`src/rtl/irq_arb_pkg.sv`:
```
package irq_arb_pkg;

    typedef enum logic [0:0] {
        PH_IDLE = 1'b0,
        PH_ACK  = 1'b1
    } arb_phase_e;

    localparam logic [2:0] LVL_NONE     = 3'd0;
    localparam logic [2:0] LVL_NMI      = 3'd7;
    localparam logic [2:0] MASK_RESET   = 3'd7;
    localparam logic [7:0] AUTOVEC_BASE = 8'd24;

endpackage

```
`src/rtl/irq_level_filter.sv`:
```
module irq_level_filter #(
    parameter bit REDUCED = 1'b0
) (
    input  logic       clk,
    input  logic       rst_n,
    input  logic [2:0] raw_lvl_i,
    output logic [2:0] lvl_o
);
    import irq_arb_pkg::*;

    typedef struct packed {
        logic [2:0] smp;
        logic [2:0] stb;
    } filt_regs_t;

    filt_regs_t r_d, r_q;

    always_comb begin
        r_d     = r_q;
        r_d.smp = raw_lvl_i;
        if (raw_lvl_i == r_q.smp) begin
            r_d.stb = raw_lvl_i;
        end
    end

    always_ff @(posedge clk or negedge rst_n) begin
        if (!rst_n) begin
            r_q <= '0;
        end else begin
            r_q <= r_d;
        end
    end

    generate
        if (REDUCED) begin : g_reduced
            always_comb begin
                case (r_q.stb)
                    3'd2, 3'd5, 3'd7: lvl_o = r_q.stb;
                    default:          lvl_o = LVL_NONE;
                endcase
            end
        end else begin : g_full
            assign lvl_o = r_q.stb;
        end
    endgenerate

endmodule

```
`src/rtl/irq_priority_check.sv`:
```
module irq_priority_check (
    input  logic       eval_en_i,
    input  logic [2:0] req_lvl_i,
    input  logic [2:0] mask_i,
    output logic       grant_o
);
    import irq_arb_pkg::*;

    logic above_mask;
    logic is_nmi;

    always_comb begin
        above_mask = (req_lvl_i > mask_i);
        is_nmi     = (req_lvl_i == LVL_NMI);
        grant_o    = eval_en_i && (req_lvl_i != LVL_NONE) && (above_mask || is_nmi);
    end

endmodule

```
`src/rtl/irq_level_arbiter.sv`:
```
module irq_level_arbiter #(
    parameter int unsigned ADDR_W      = 24,
    parameter int unsigned ACK_TIMEOUT = 8,
    parameter bit          REDUCED     = 1'b0
) (
    input  logic              clk,
    input  logic              rst_n,
    input  logic [2:0]        irq_level_i,
    input  logic              insn_done_i,
    input  logic              mask_wr_i,
    input  logic [2:0]        mask_wr_data_i,
    input  logic              ack_valid_i,
    input  logic [7:0]        ack_data_i,
    output logic              take_o,
    output logic [2:0]        mask_o,
    output logic              ack_strobe_o,
    output logic [ADDR_W-1:0] ack_addr_o,
    output logic              vec_valid_o,
    output logic [7:0]        vec_num_o
);
    import irq_arb_pkg::*;

    localparam int unsigned CNT_W = $clog2(ACK_TIMEOUT + 1);
    localparam logic [CNT_W-1:0] CNT_LAST = CNT_W'(ACK_TIMEOUT - 1);
    localparam int unsigned HI_W = ADDR_W - 3;

    typedef struct packed {
        arb_phase_e       phase;
        logic [2:0]       mask;
        logic [2:0]       lvl;
        logic [CNT_W-1:0] cnt;
        logic             take;
        logic             vec_vld;
        logic [7:0]       vec;
    } arb_regs_t;

    arb_regs_t r_d, r_q;

    logic [2:0] filt_lvl;
    logic       grant;
    logic       eval_en;

    irq_level_filter #(
        .REDUCED (REDUCED)
    ) u_filter (
        .clk       (clk),
        .rst_n     (rst_n),
        .raw_lvl_i (irq_level_i),
        .lvl_o     (filt_lvl)
    );

    assign eval_en = insn_done_i && (r_q.phase == PH_IDLE);

    irq_priority_check u_prio (
        .eval_en_i (eval_en),
        .req_lvl_i (filt_lvl),
        .mask_i    (r_q.mask),
        .grant_o   (grant)
    );

    always_comb begin
        r_d         = r_q;
        r_d.take    = 1'b0;
        r_d.vec_vld = 1'b0;
        if (mask_wr_i) begin
            r_d.mask = mask_wr_data_i;
        end
        case (r_q.phase)
            PH_IDLE: begin
                if (grant) begin
                    r_d.phase = PH_ACK;
                    r_d.mask  = filt_lvl;
                    r_d.lvl   = filt_lvl;
                    r_d.cnt   = '0;
                    r_d.take  = 1'b1;
                end
            end
            PH_ACK: begin
                if (ack_valid_i) begin
                    r_d.vec     = ack_data_i;
                    r_d.vec_vld = 1'b1;
                    r_d.phase   = PH_IDLE;
                end else if (r_q.cnt == CNT_LAST) begin
                    r_d.vec     = AUTOVEC_BASE + {5'd0, r_q.lvl};
                    r_d.vec_vld = 1'b1;
                    r_d.phase   = PH_IDLE;
                end else begin
                    r_d.cnt = r_q.cnt + 1'b1;
                end
            end
            default: r_d.phase = PH_IDLE;
        endcase
    end

    always_ff @(posedge clk or negedge rst_n) begin
        if (!rst_n) begin
            r_q         <= '0;
            r_q.phase   <= PH_IDLE;
            r_q.mask    <= MASK_RESET;
        end else begin
            r_q <= r_d;
        end
    end

    always_comb begin
        take_o       = r_q.take;
        mask_o       = r_q.mask;
        ack_strobe_o = (r_q.phase == PH_ACK);
        ack_addr_o   = ack_strobe_o ? {{HI_W{1'b1}}, r_q.lvl} : '0;
        vec_valid_o  = r_q.vec_vld;
        vec_num_o    = r_q.vec;
    end

endmodule

```
`config.mk`:
```
export PLATFORM = sky130hd
export DESIGN_NAME = irq_level_arbiter
export DESIGN_NICKNAME = d
export VERILOG_FILES = /design/src/rtl/irq_arb_pkg.sv /design/src/rtl/irq_level_filter.sv /design/src/rtl/irq_priority_check.sv /design/src/rtl/irq_level_arbiter.sv
export SDC_FILE = /design/constraint.sdc
export NUM_CORES = 1
export LEC_CHECK = 0
export BUFFER_PORTS_ARGS = -buffer_cell sky130_fd_sc_hd__buf_2
export CAP_MARGIN = 0
export CELL_PAD_IN_SITES_DETAIL_PLACEMENT = 1
export CELL_PAD_IN_SITES_GLOBAL_PLACEMENT = 1
export CORE_AREA = 2 2 65 67
export DETAILED_ROUTE_END_ITERATION = 6
export DIE_AREA = 0 0 67 69
export HOLD_SLACK_MARGIN = 0.12
export PLACE_DENSITY_LB_ADDON = 0.1
export SYNTH_ARGS = -nofsm -noshare
export SYNTH_HDL_FRONTEND = slang
export SYNTH_SLANG_ARGS = --single-unit
```
`constraint.sdc`:
```
create_clock -name clk -period 5.8 [get_ports clk]
set_clock_uncertainty 0.05 [all_clocks]
set_input_delay 1.16 -clock clk [delete_from_list [all_inputs] [get_ports clk]]
set_output_delay 1.16 -clock clk [all_outputs]
set_load 0.005 [all_outputs]
```
==> results.md <==
- Total GRT Usage: 14.5%
- Synth top cells by count: 32 x buf_4, 24 x dfrtp_1, 9 x nand2_1
- RSZ-0062 raised after global routing: false
- Number of vias per cell: 4.84
- DRC: 0
- HP Class: flop to flop
- Die X: 67 um
- Worst R2R End: r_q[14]
- Non-filler cells, final: 219
- First-pass GRT wire length: 5.09 mm
- Max IR drop VDD: 0.157 mV
- Endpoint class of the critical path: output pin
- Clk sinks: 27
- Top-count cell post-synth: buf_4
- Fmax: 0.359 GHz
- Fin crit share: 48.1%
- Vias: 1061
- CP max FO: 38
- Synthesized cell area: 1490 um2
- Startpoint types: flop
- HP Start: vec_num_o[5]
- Worst EP required: 4.59 ns
- Family with the most delay on the worst path: flip-flops
- Share of layout cells above drive strength 1: 41.4%
- Fin nets: 193
- Register area share after synthesis: 45.6%
- CTS Hold Bufs: 0
- CTS Buffer Depth: 2
- Yosys cell types: 31
- Clk_lat worst skew: 0.28 ns
- Post-synth EDFFs: 0
- Largest net degree at the start of global routing: 39
- CTS Buf Count: 3
- Synth Instances: 143
- GPL Wtd Cong: 0.775
- Relative slew slack: 38.5%
- DP Cell Count: 215
- Worst EP arrival: 1.58 ns
- Syn_nets: 166
- Hold Path Depth: 1
- Routed WL: 3.12 mm
- Remaining antenna violation count after routing: 0
- Hpwl dp: 2.34 mm
- Initial antenna violation count: 0
- IO Pins: 57
- Measured slew at the worst slew-check pin: 0.922 ns
- CP Depth: 2
- Status: complete, no violations
- Vias in the first global route: 1087
- Worst reg2reg path startpoint: mask_o[2]
- Flop2flop setup slack: 3.70 ns
- Top cells by area, synth: dfrtp_1 40%, buf_4 16%, dfstp_2 5.3%
- Die H: 69 um
- Die area: 4620 um2
- Setup Viol. Count Final: 0
- Critical path's largest stage delay: 0.96 ns
- H-tree levels: 1
- Post-CTS resize count: 0
- Yosys top cell by area: dfrtp_1
- Leak pwr: 0.820 nW
- Crit-path cells: and2_1, buf_2
- Area growth syn-to-layout: 9.65%
- Flops & latches, synth: 27
- CTS tree: yes
- Total Power: 0.789 mW
- GRT overflow: 0
- FFs w/ async S/R, synth: 100%
- Synth Area per Inst: 10.4 um2
- WL/cell: 14.2 um
- Slowest library cell on the worst path: dfrtp_1
- Post CTS Setup Buffer Count: 0
- Initial DRC Count: 32
- Core footprint: 3910 um2
- Drt pass-1 iters: 3
- Cell row count: 23
- R2R depth: 7
- Inserted Diodes: 0
- Fin crit period: 2.79 ns
- Clk pin slew, worst setup/hold paths: 0.10 ns
- Hold Vio Cnt, Final: 0
- Clk root buf: clkbuf_8
- Initial Util: 38.1%
- WHS Endpoint: vec_num_o[5]
- Count of port buffers added during placement: 56
- Setup TNS: 0 ns
- Max-cap violation count: 0
- Share of the synthesized area in the top cell type: 40.3%
- WS Path Type: flop to output pin
- Dominant synthesized flop cell: dfrtp_1
- Buf/Inv on CP: 1
- PwrDens: 483 nW/um2
- YS warnings: 0
- Max-slew violations: 0
==> logic make-up after synthesis <==
kind of cell / synth area share (%)
xor gates and xnor gates: 1.76
buffers and inverters: 18.1
AOI/OAI and AO/OA: 11.2
and+or+nand+nor: 12.2
adders and majority gates: 3.36
DFF: 45.6
muxes: 7.89
==> cell type report <==
class | count | area (um2)
Fill cell | 473 | 2280
Clock inverter | 1 | 7.51
Multi-Input combinational cell | 76 | 542
Clock buffer | 3 | 41.3
Tap cell | 50 | 62.6
Sequential cell | 27 | 679
Inverter | 6 | 22.5
Timing Repair Buffer | 56 | 280
==> worst max-delay path by stage <==
stage                            start             to
after detailed placement  ack_strobe_o  ack_addr_o[1]
after global routing      ack_strobe_o  ack_addr_o[1]
after CTS                 ack_strobe_o  ack_addr_o[1]
after floorplan           ack_strobe_o  ack_addr_o[0]
after global placement    ack_strobe_o  ack_addr_o[2]
final                     ack_strobe_o  ack_addr_o[1]
==> report_power, final <==
group	switching [mW]	total (mW)	internal (mW)
registers	0.0774	0.344	0.267
clock network	0.0641	0.113	0.0490
logic	0.154	0.332	0.178
==> flip-flops by register name, indices dropped and copies added (netlist names) <==
register,cells
vec_valid_o,1
mask_o,3
u_filter.r_q,3
u_filter.lvl_o,3
vec_num_o,8
ack_strobe_o,1
r_q,7
take_o,1
==> worst register-to-register path: cells and delay by family, from the launching register on <==
family | cells | cell delay (ns)
AND/OR/NAND/NOR | 2 | 0.26
AO/OA/AOI/OAI | 2 | 0.46
adder cells (fa/ha/maj) | 1 | 0.31
buffers and inverters | 1 | 0.05
multiplexers | 1 | 0.31
flip-flops | 1 | 0.56
==> placed cells by master, fill, tap and decap left out <==
master	synthesis	final
nand2_4	1	1
nor2_1	7	7
and2_1	3	3
or2_1	1	1
inv_1	6	6
a21oi_1	4	4
xnor2_1	2	2
nand4_1	1	1
mux2_2	2	2
a32o_1	3	3
and3_1	1	1
and2b_1	1	1
nor2b_1	1	1
mux2i_1	5	5
ha_1	4	4
mux2_4	3	3
clkbuf_8	0	3
o31ai_1	3	3
dfrtp_1	24	24
o22a_1	2	2
dfstp_2	3	3
or4b_1	1	1
nand2b_1	3	3
buf_2	0	56
nand2_1	9	9
o21ai_0	7	7
o2111ai_2	1	1
nand3_1	6	6
xor2_1	1	1
a31oi_1	3	3
clkinvlp_4	0	1
o211ai_1	1	1
==> through the flow <==
step | hold slack [ns] | worst slack, ns | area [um2] | util [%]
2_1_floorplan | 0.414 | 3.39 | 1490 | -
3_3_place_gp | 0.417 | 3.34 | 1590 | 40.5
3_5_place_dp | 0.426 | 3.28 | 1590 | 40.5
4_1_cts | 0.450 | 2.95 | 1640 | 41.8
5_1_grt | 0.457 | 2.82 | 1640 | 41.8
6_report | 0.443 | 3.01 | 1640 | 41.8
==> metal layers <==
layer | global-route usage [%] | up-vias | wire length [um] | part of all wire (%)
li1 | - | 510 | - | -
met1 | 16.4 | 516 | 1250 | 40
met2 | 25.9 | 30 | 1650 | 53
met3 | 2.61 | 5 | 162 | 5.2
met4 | 6.12 | 0 | 55 | 1.8
met5 | 0 | - | 0 | 0
Note: power is estimated with default switching activity, not from simulation.
